`config.mk`:
```
export PLATFORM = sky130hd
export DESIGN_NAME = pbus_wait_gen
export DESIGN_NICKNAME = d
export VERILOG_FILES = /design/src/rtl/pbw_pkg.sv /design/src/rtl/pbw_cfg_reg.sv /design/src/rtl/pbw_seq.sv /design/src/rtl/pbw_strobe.sv /design/src/rtl/pbus_wait_gen.sv
export SDC_FILE = /design/constraint.sdc
export NUM_CORES = 1
export LEC_CHECK = 0
export ABC_AREA = 1
export BUFFER_PORTS_ARGS = -buffer_cell sky130_fd_sc_hd__buf_2
export CAP_MARGIN = 0
export CORE_MARGIN = 2
export CORE_UTILIZATION = 35
export CTS_BUF_LIST = sky130_fd_sc_hd__clkbuf_4
export DETAILED_ROUTE_END_ITERATION = 8
export PLACE_DENSITY = 0.67
export SETUP_SLACK_MARGIN = 0.2
export SLEW_MARGIN = 20
export SYNTH_ARGS = -nofsm -noshare
export SYNTH_HDL_FRONTEND = slang
export SYNTH_SLANG_ARGS = --single-unit
```
`constraint.sdc`:
```
create_clock -name clk -period 1.5 [get_ports clk]
set_input_delay 0.15 -clock clk [delete_from_list [all_inputs] [get_ports clk]]
set_output_delay 0.15 -clock clk [all_outputs]
set_load 0.01 [all_outputs]
```
`src/rtl/pbw_pkg.sv`:
```
package pbw_pkg;
  parameter int unsigned ADDR_W = 16;
  parameter int unsigned DATA_W = 16;
  parameter int unsigned WAIT_W = 3;
  parameter int unsigned LO_LSB = 0;
  parameter int unsigned HI_LSB = 3;

  typedef enum logic {
    ST_IDLE   = 1'b0,
    ST_ACCESS = 1'b1
  } pbw_state_e;

  // Pick the wait count for a given address half.
  function automatic logic [WAIT_W-1:0] pick_wait(
    input logic [WAIT_W-1:0] lo_wait,
    input logic [WAIT_W-1:0] hi_wait,
    input logic              upper_half
  );
    return upper_half ? hi_wait : lo_wait;
  endfunction

  // Total access length with ready always high.
  function automatic int unsigned access_len(input logic [WAIT_W-1:0] n);
    return int'(n) + 1;
  endfunction
endpackage

```
`src/rtl/pbw_cfg_reg.sv`:
```
module pbw_cfg_reg #(
  parameter int unsigned DATA_W = pbw_pkg::DATA_W,
  parameter int unsigned WAIT_W = pbw_pkg::WAIT_W,
  parameter int unsigned LO_LSB = pbw_pkg::LO_LSB,
  parameter int unsigned HI_LSB = pbw_pkg::HI_LSB
) (
  input  logic              clk,
  input  logic              rst_n,
  input  logic              we,
  input  logic [DATA_W-1:0] wdata,
  output logic [WAIT_W-1:0] lo_wait,
  output logic [WAIT_W-1:0] hi_wait
);
  localparam logic [WAIT_W-1:0] WAIT_MAX = {WAIT_W{1'b1}};

  logic [WAIT_W-1:0] lo_q;
  logic [WAIT_W-1:0] hi_q;
  logic              unused_cfg_bits;

  always_ff @(posedge clk or negedge rst_n) begin
    if (!rst_n) begin
      lo_q <= WAIT_MAX;
      hi_q <= WAIT_MAX;
    end else if (we) begin
      lo_q <= wdata[LO_LSB +: WAIT_W];
      hi_q <= wdata[HI_LSB +: WAIT_W];
    end
  end

  assign lo_wait = lo_q;
  assign hi_wait = hi_q;
  assign unused_cfg_bits = ^wdata;
endmodule

```
`src/rtl/pbw_seq.sv`:
```
module pbw_seq #(
  parameter int unsigned ADDR_W = pbw_pkg::ADDR_W,
  parameter int unsigned WAIT_W = pbw_pkg::WAIT_W
) (
  input  logic              clk,
  input  logic              rst_n,
  input  logic              req_valid,
  input  logic [ADDR_W-1:0] req_addr,
  input  logic              req_write,
  input  logic              ready_i,
  input  logic [WAIT_W-1:0] lo_wait,
  input  logic [WAIT_W-1:0] hi_wait,
  output logic              busy,
  output logic              cur_write,
  output logic              acc_start,
  output logic              wait_expired,
  output logic              acc_end
);
  import pbw_pkg::*;

  localparam int unsigned SEL_BIT = ADDR_W - 1;

  pbw_state_e        state_q;
  logic [WAIT_W-1:0] cnt_q;
  logic              write_q;
  logic [WAIT_W-1:0] start_cnt;
  logic              unused_addr_bits;

  assign start_cnt        = pick_wait(lo_wait, hi_wait, req_addr[SEL_BIT]);
  assign unused_addr_bits = ^req_addr[SEL_BIT-1:0];

  assign busy         = (state_q == ST_ACCESS);
  assign acc_start    = (state_q == ST_IDLE) && req_valid;
  assign wait_expired = busy && (cnt_q == '0);
  assign acc_end      = wait_expired && ready_i;
  assign cur_write    = write_q;

  always_ff @(posedge clk or negedge rst_n) begin
    if (!rst_n) begin
      state_q <= ST_IDLE;
      cnt_q   <= '0;
      write_q <= 1'b0;
    end else begin
      unique case (state_q)
        ST_IDLE: begin
          if (acc_start) begin
            state_q <= ST_ACCESS;
            cnt_q   <= start_cnt;
            write_q <= req_write;
          end
        end
        ST_ACCESS: begin
          if (!wait_expired) begin
            cnt_q <= cnt_q - 1'b1;
          end else if (ready_i) begin
            state_q <= ST_IDLE;
            write_q <= 1'b0;
          end
        end
        default: state_q <= ST_IDLE;
      endcase
    end
  end
endmodule

```
`src/rtl/pbw_strobe.sv`:
```
module pbw_strobe (
  input  logic busy,
  input  logic cur_write,
  input  logic acc_end,
  output logic ps_n,
  output logic rd_n,
  output logic stall,
  output logic done
);
  assign ps_n  = ~busy;
  assign rd_n  = ~(busy & ~cur_write);
  assign stall = busy & ~acc_end;
  assign done  = acc_end;
endmodule

```
`src/rtl/pbus_wait_gen.sv`:
```
module pbus_wait_gen #(
  parameter int unsigned ADDR_W = pbw_pkg::ADDR_W,
  parameter int unsigned DATA_W = pbw_pkg::DATA_W,
  parameter int unsigned WAIT_W = pbw_pkg::WAIT_W,
  parameter int unsigned LO_LSB = pbw_pkg::LO_LSB,
  parameter int unsigned HI_LSB = pbw_pkg::HI_LSB
) (
  input  logic              clk,
  input  logic              rst_n,
  input  logic              cfg_we,
  input  logic [DATA_W-1:0] cfg_wdata,
  input  logic              req_valid,
  input  logic [ADDR_W-1:0] req_addr,
  input  logic              req_write,
  input  logic              ready_i,
  output logic              ps_n,
  output logic              rd_n,
  output logic              stall,
  output logic              done
);
  logic [WAIT_W-1:0] lo_wait;
  logic [WAIT_W-1:0] hi_wait;
  logic              busy;
  logic              cur_write;
  logic              acc_start;
  logic              wait_expired;
  logic              acc_end;

  pbw_cfg_reg #(
    .DATA_W(DATA_W), .WAIT_W(WAIT_W), .LO_LSB(LO_LSB), .HI_LSB(HI_LSB)
  ) u_cfg (
    .clk    (clk),
    .rst_n  (rst_n),
    .we     (cfg_we),
    .wdata  (cfg_wdata),
    .lo_wait(lo_wait),
    .hi_wait(hi_wait)
  );

  pbw_seq #(
    .ADDR_W(ADDR_W), .WAIT_W(WAIT_W)
  ) u_seq (
    .clk         (clk),
    .rst_n       (rst_n),
    .req_valid   (req_valid),
    .req_addr    (req_addr),
    .req_write   (req_write),
    .ready_i     (ready_i),
    .lo_wait     (lo_wait),
    .hi_wait     (hi_wait),
    .busy        (busy),
    .cur_write   (cur_write),
    .acc_start   (acc_start),
    .wait_expired(wait_expired),
    .acc_end     (acc_end)
  );

  pbw_strobe u_strobe (
    .busy     (busy),
    .cur_write(cur_write),
    .acc_end  (acc_end),
    .ps_n     (ps_n),
    .rd_n     (rd_n),
    .stall    (stall),
    .done     (done)
  );
endmodule

```
# After elaboration in Yosys (flattened, before gate mapping)
# Index checks and enable logic that the tools add are counted.
[word_totals] register_bits=11 wordCells=34
[classes] n_eq_ne=4 n_addsub=1 muxes=12 bitwise_logic=6 n_reduce_logical=6
[op_table] cell="$mux 3" count=3
[op_table] cell="$mux 1" count=6
[op_table] cell="$pmux 3 s2" count=1
[op_table] cell="$ne 2x1->1 const B" count=2
[op_table] cell="$ne 2x2->1 const B" count=2
[op_table] cell="$not 1->1" count=4
[op_table] cell="$pmux 1 s2" count=2
[op_table] cell="$logic_and 1x1->1" count=3
[op_table] cell="$logic_not 3->1" count=1
[op_table] cell="$reduce_and 3->1" count=1
[op_table] cell="$sub 3x1->3 const B" count=1
[op_table] cell="$and 1x1->1" count=2
[op_table] cell="$reduce_and 2->1" count=1

# Logic depth before layout (Yosys ltp)
[logic_depth] ltp_word=5 ltp_mapped=8 ltp_nobuf=8

# By module
# A second synthesis with hierarchy kept.
[hier_totals] hier_cells=87 hier_area_um2=641.9
[by_module_without_submodules] module="pbw_seq" cells_each=57 area_each_um2=387.9 seq_area_each_um2=125.1 instances=1
[by_module_without_submodules] module="pbw_cfg_reg" cells_each=25 area_each_um2=229.0 seq_area_each_um2=157.7 instances=1
[by_module_without_submodules] module="pbw_strobe" cells_each=5 area_each_um2=25.0 seq_area_each_um2=0.0 instances=1

# Worst setup path after synthesis
# No wires, ideal clock.
[synth_path] kind="flip-flop to output port" startpoint="reg u_seq.cnt_q[0]" endpoint="out stall" required_ns=1.350 path_stages_with_launch=6 t_arrival_ns=0.976 path_slack_ns=0.374 path_cell_list="dfrtp_1 -> inv_1 -> ha_1 -> nand4_1 -> inv_1 -> nor2_1"
[synth_via] elab_chain_cells=5
[synth_rtl] element="from (decl)" line="pbw_seq.sv:24" source="logic [WAIT_W-1:0] cnt_q;"
[synth_rtl] element="from (signal assigned)" line="pbw_seq.sv:48" source="cnt_q <= start_cnt;"
[synth_rtl] element="from (signal assigned)" line="pbw_seq.sv:54" source="cnt_q <= cnt_q - 1'b1;"
[synth_rtl] element="$logic_not 3->1" line="pbw_seq.sv:34" source="assign wait_expired = busy && (cnt_q == '0);"
[synth_rtl] element="$logic_and 1x1->1" line="pbw_seq.sv:34"
[synth_rtl] element="$logic_and 1x1->1" line="pbw_seq.sv:35" source="assign acc_end = wait_expired && ready_i;"
[synth_rtl] element="via done" line="pbus_wait_gen.sv:19" source="output logic done"
[synth_rtl] element="$not 1->1" line="pbw_strobe.sv:12" source="assign stall = busy & ~acc_end;"
[synth_rtl] element="$and 1x1->1" line="pbw_strobe.sv:12"
[synth_rtl] element="to (decl)" line="pbus_wait_gen.sv:18" source="output logic stall,"
# The timed path passes the listed nets, and every way through them passes these cells.

# Final worst setup path
[layout_path] startpoint="reg u_seq.cnt_q[0]" endpoint="out stall"
[layout_via] elab_chain_cells=5
[layout_rtl] element="$logic_not 3->1" line="pbw_seq.sv:34"
[layout_rtl] element="$logic_and 1x1->1" line="pbw_seq.sv:34"
[layout_rtl] element="$logic_and 1x1->1" line="pbw_seq.sv:35"
[layout_rtl] element="$not 1->1" line="pbw_strobe.sv:12"
[layout_rtl] element="$and 1x1->1" line="pbw_strobe.sv:12"
# No other way between the ends.

==> impl_metrics.json <==
{
  "crit_type": "flip-flop to output port",
  "ir_drop_uv": 752,
  "relSlewSlack_pct": 84.2,
  "nNetsFinal": 142,
  "ys_ff_latch": 11,
  "async_reset_ff_share_pct": 100,
  "drt-total-wl_um": 1230,
  "arrival_ns": 1.24,
  "ys_top_cells_by_count": "nand2_1 (25), inv_1 (9), nand3_1 (7)",
  "timing.final.crit_share_pct": 92.5,
  "setup_violations": 0,
  "diodes": 0,
  "synth.area.top_cells": "dfstp_2 (27%), dfrtp_1 (21%), nand2_1 (16%)",
  "setup_ws_ns": 0.113,
  "synth_flop_cell": "dfstp_2",
  "holdWs_ns": 0.0864,
  "pwr-share-clk_pct": 13.8,
  "pwr_density_cell_mw_per_mm2": 1760,
  "synth_compound_area_share_pct": 2.56,
  "insertion_delay_ns": 0.27,
  "numCtsBuffers": 3,
  "required_ns": 1.35,
  "grt_max_degree": 12,
  "status": "finished, final reports clean",
  "coreArea_mm2": 0.00154,
  "postLayoutCoreUtil_pct": 53.7,
  "drt-initial-drc-count": 3,
  "synth_fa_ha_area_share_pct": 4.26,
  "combPwrFrac_pct": 54.6,
  "synth-edff-count": 0,
  "grt_pass1_vias": 563,
  "worstHoldPathType": "primary input to flip-flop",
  "grt_pass1_wl_um": 2120,
  "critPathLaunchType": "flip-flop",
  "slew_violations": 0,
  "min_period_ns": 1.39,
  "viasPerCell": 4.73,
  "grt_usage_pct": 14.8,
  "synth_area_um2": 587,
  "power.net_switching_mw": 0.555,
  "clkSlewWorstSetupHoldPaths_ns": 0.08,
  "clock_skew_ns": 0.00861,
  "die_area_mm2": 0.00202,
  "pre_cts_slack_ns": 0.275,
  "io_pins": 42,
  "dp_hpwl_um": 823,
  "rsz0062_at_grt": "true",
  "cts_tree": "done",
  "internal_power_mw": 0.901,
  "cts-root-buf": "clkbuf_4",
  "wl_per_cell_um": 10.5,
  "htreeDepth": 1,
  "firstDrtPassIters": 2,
  "netlist.area_leader.share_pct": 26.9,
  "yosysMostFrequentCell": "nand2_1",
  "yosys.area.top_type": "dfstp_2",
  "crit_path_max_fanout": 3,
  "p_leak_nw": 0.459,
  "yosys_warnings": 0,
  "tightest_slew_ns": 0.237,
  "cts_sinks": 11,
  "drive_above_1_share_pct": 50.5,
  "seq_area_frac_synth_pct": 48.2,
  "switching_share_pct": 38.1,
  "die_w_um": 44.9,
  "syn_nets": 110,
  "final_hold_viol_count": 0,
  "tns_ns": 0,
  "gr-total-overflow": 0,
  "synth_top_family_by_area": "simple AND/OR/NAND/NOR gates",
  "synth_cell_types": 15,
  "num_rows": 14,
  "cp-end-kind": "output port",
  "avgSynthCellArea_um2": 8.38,
  "antenna_found_initial": 0,
  "fmax_mhz": 721,
  "initial_core_util_pct": 38.1,
  "drc": 0,
  "gp_congestion": 0.774,
  "die_h_um": 44.9,
  "drv_cap": 0,
  "synthXorXnorAreaFrac_pct": 0,
  "p_seq_share_pct": 31.6,
  "clockBufferDepth": 2,
  "place.port_buffers": 16,
  "fillCellCount": 147,
  "ant_nets": 0,
  "vias": 553,
  "areaGrowthSynthToFinish_pct": 40.9,
  "synth_cells": 70,
  "synth_mux_area_share_pct": 7.68,
  "yosys.area_share.simple_pct": 29.2
}
-- metal layers --
metal	routed length, um	track usage [%]	up-vias
li1	-	-	278
met1	536	16.7	254
met2	592	24.9	17
met3	71	2.40	4
met4	24	10.6	0
met5	0	0	-
-- registers in the layout (all words and copies together), names as in the netlist --
| register | cells |
|---|---|
| u_cfg.lo_wait | 3 |
| u_cfg.hi_wait | 3 |
| u_seq.cnt_q | 3 |
| u_seq.cur_write | 1 |
| u_seq.busy | 1 |
-- what timing repair did --
action                                 in CTS  in global routing
hold buffers                                1                  0
pin swaps                                   2                  0
resized for setup                           6                  2
setup endpoints to repair                   3                  4
endpoints found under the hold margin      11                  0
buffers inserted                            9                  2
-- worst paths after layout --
| path | end | depth (start not counted) | from | slack (ns) |
|---|---|---|---|---|
| max | stall | 6 | u_seq.cnt_q[0]$_DFFE_PN0P_ | 0.11 |
| min | u_cfg.lo_wait[2]$_DFFE_PN1P_ | 3 | cfg_wdata[2] | 0.09 |
| max reg2reg | u_seq.cnt_q[2]$_DFFE_PN0P_ | 10 | u_seq.cnt_q[0]$_DFFE_PN0P_ | 0.24 |
| min reg2reg | u_cfg.hi_wait[2]$_DFFE_PN1P_ | 2 | u_cfg.hi_wait[2]$_DFFE_PN1P_ | 0.49 |
| max in group asynchronous | u_cfg.lo_wait[1]$_DFFE_PN1P_ | 2 | rst_n | 0.97 |
| min in group asynchronous | u_seq.cur_write$_DFFE_PN0P_ | 2 | rst_n | 0.26 |
-- final cells by class --
cell class                 count  area, um^2  area share (%)
clock buffer                   3        22.5            2.72
inverter                      11        45.0            5.45
sequential                    11         284            34.3
clock inverter                 1        5.00           0.605
timing repair buffer          28         179            21.6
multi-input combinational     47         272            32.8
tap                           16        20.0            2.42
-- logic make-up (layout without fill, tap and decap cells) --
family	count (synthesis)	in the layout
AOI/OAI and AO/OA	3	3
adders and majority gates	2	2
and+or+nand+nor	38	38
DFF	11	11
buffers and inverters	12	43
muxes	4	4
-- power by group through the flow --
stage / combinational (mW) / sequential, mW / clock (mW)
floorplan: 0.410 / 0.447 / 0
global placement: 0.526 / 0.460 / 0
detailed placement: 0.538 / 0.465 / 0
CTS: 0.717 / 0.460 / 0.207
global route: 0.907 / 0.469 / 0.227
finish: 0.795 / 0.460 / 0.201
-- cells in the final DEF, fill, tap and decap left out, types with 2 or more instances in the layout --
cell      count
inv_1         7
nor2_1        2
dfstp_2       6
clkbuf_4      3
clkinv_2      2
nand2_4       2
nand3_1       7
buf_4        11
inv_2         2
mux2_2        4
nand2_1      25
buf_2        15
o21ai_0       3
dfrtp_1       4
-- per-stage QoR --
step / instances / instance area, um^2 / total power [mW]
after floorplan: 70 / 587 / 0.856
after global placement: 101 / 682 / 0.987
after detailed placement: 101 / 682 / 1.00
after CTS: 115 / 803 / 1.38
after global routing: 117 / 827 / 1.60
final: 117 / 827 / 1.46
-- worst max-delay path, cell delays in order, from the launching register on --
cell	delay (ns)
dfrtp_1	0.40
inv_2	0.08
ha_4	0.12
nand4_1	0.09
inv_1	0.11
nor2_1	0.04
buf_2	0.13
(Power assumes the default switching activity.)
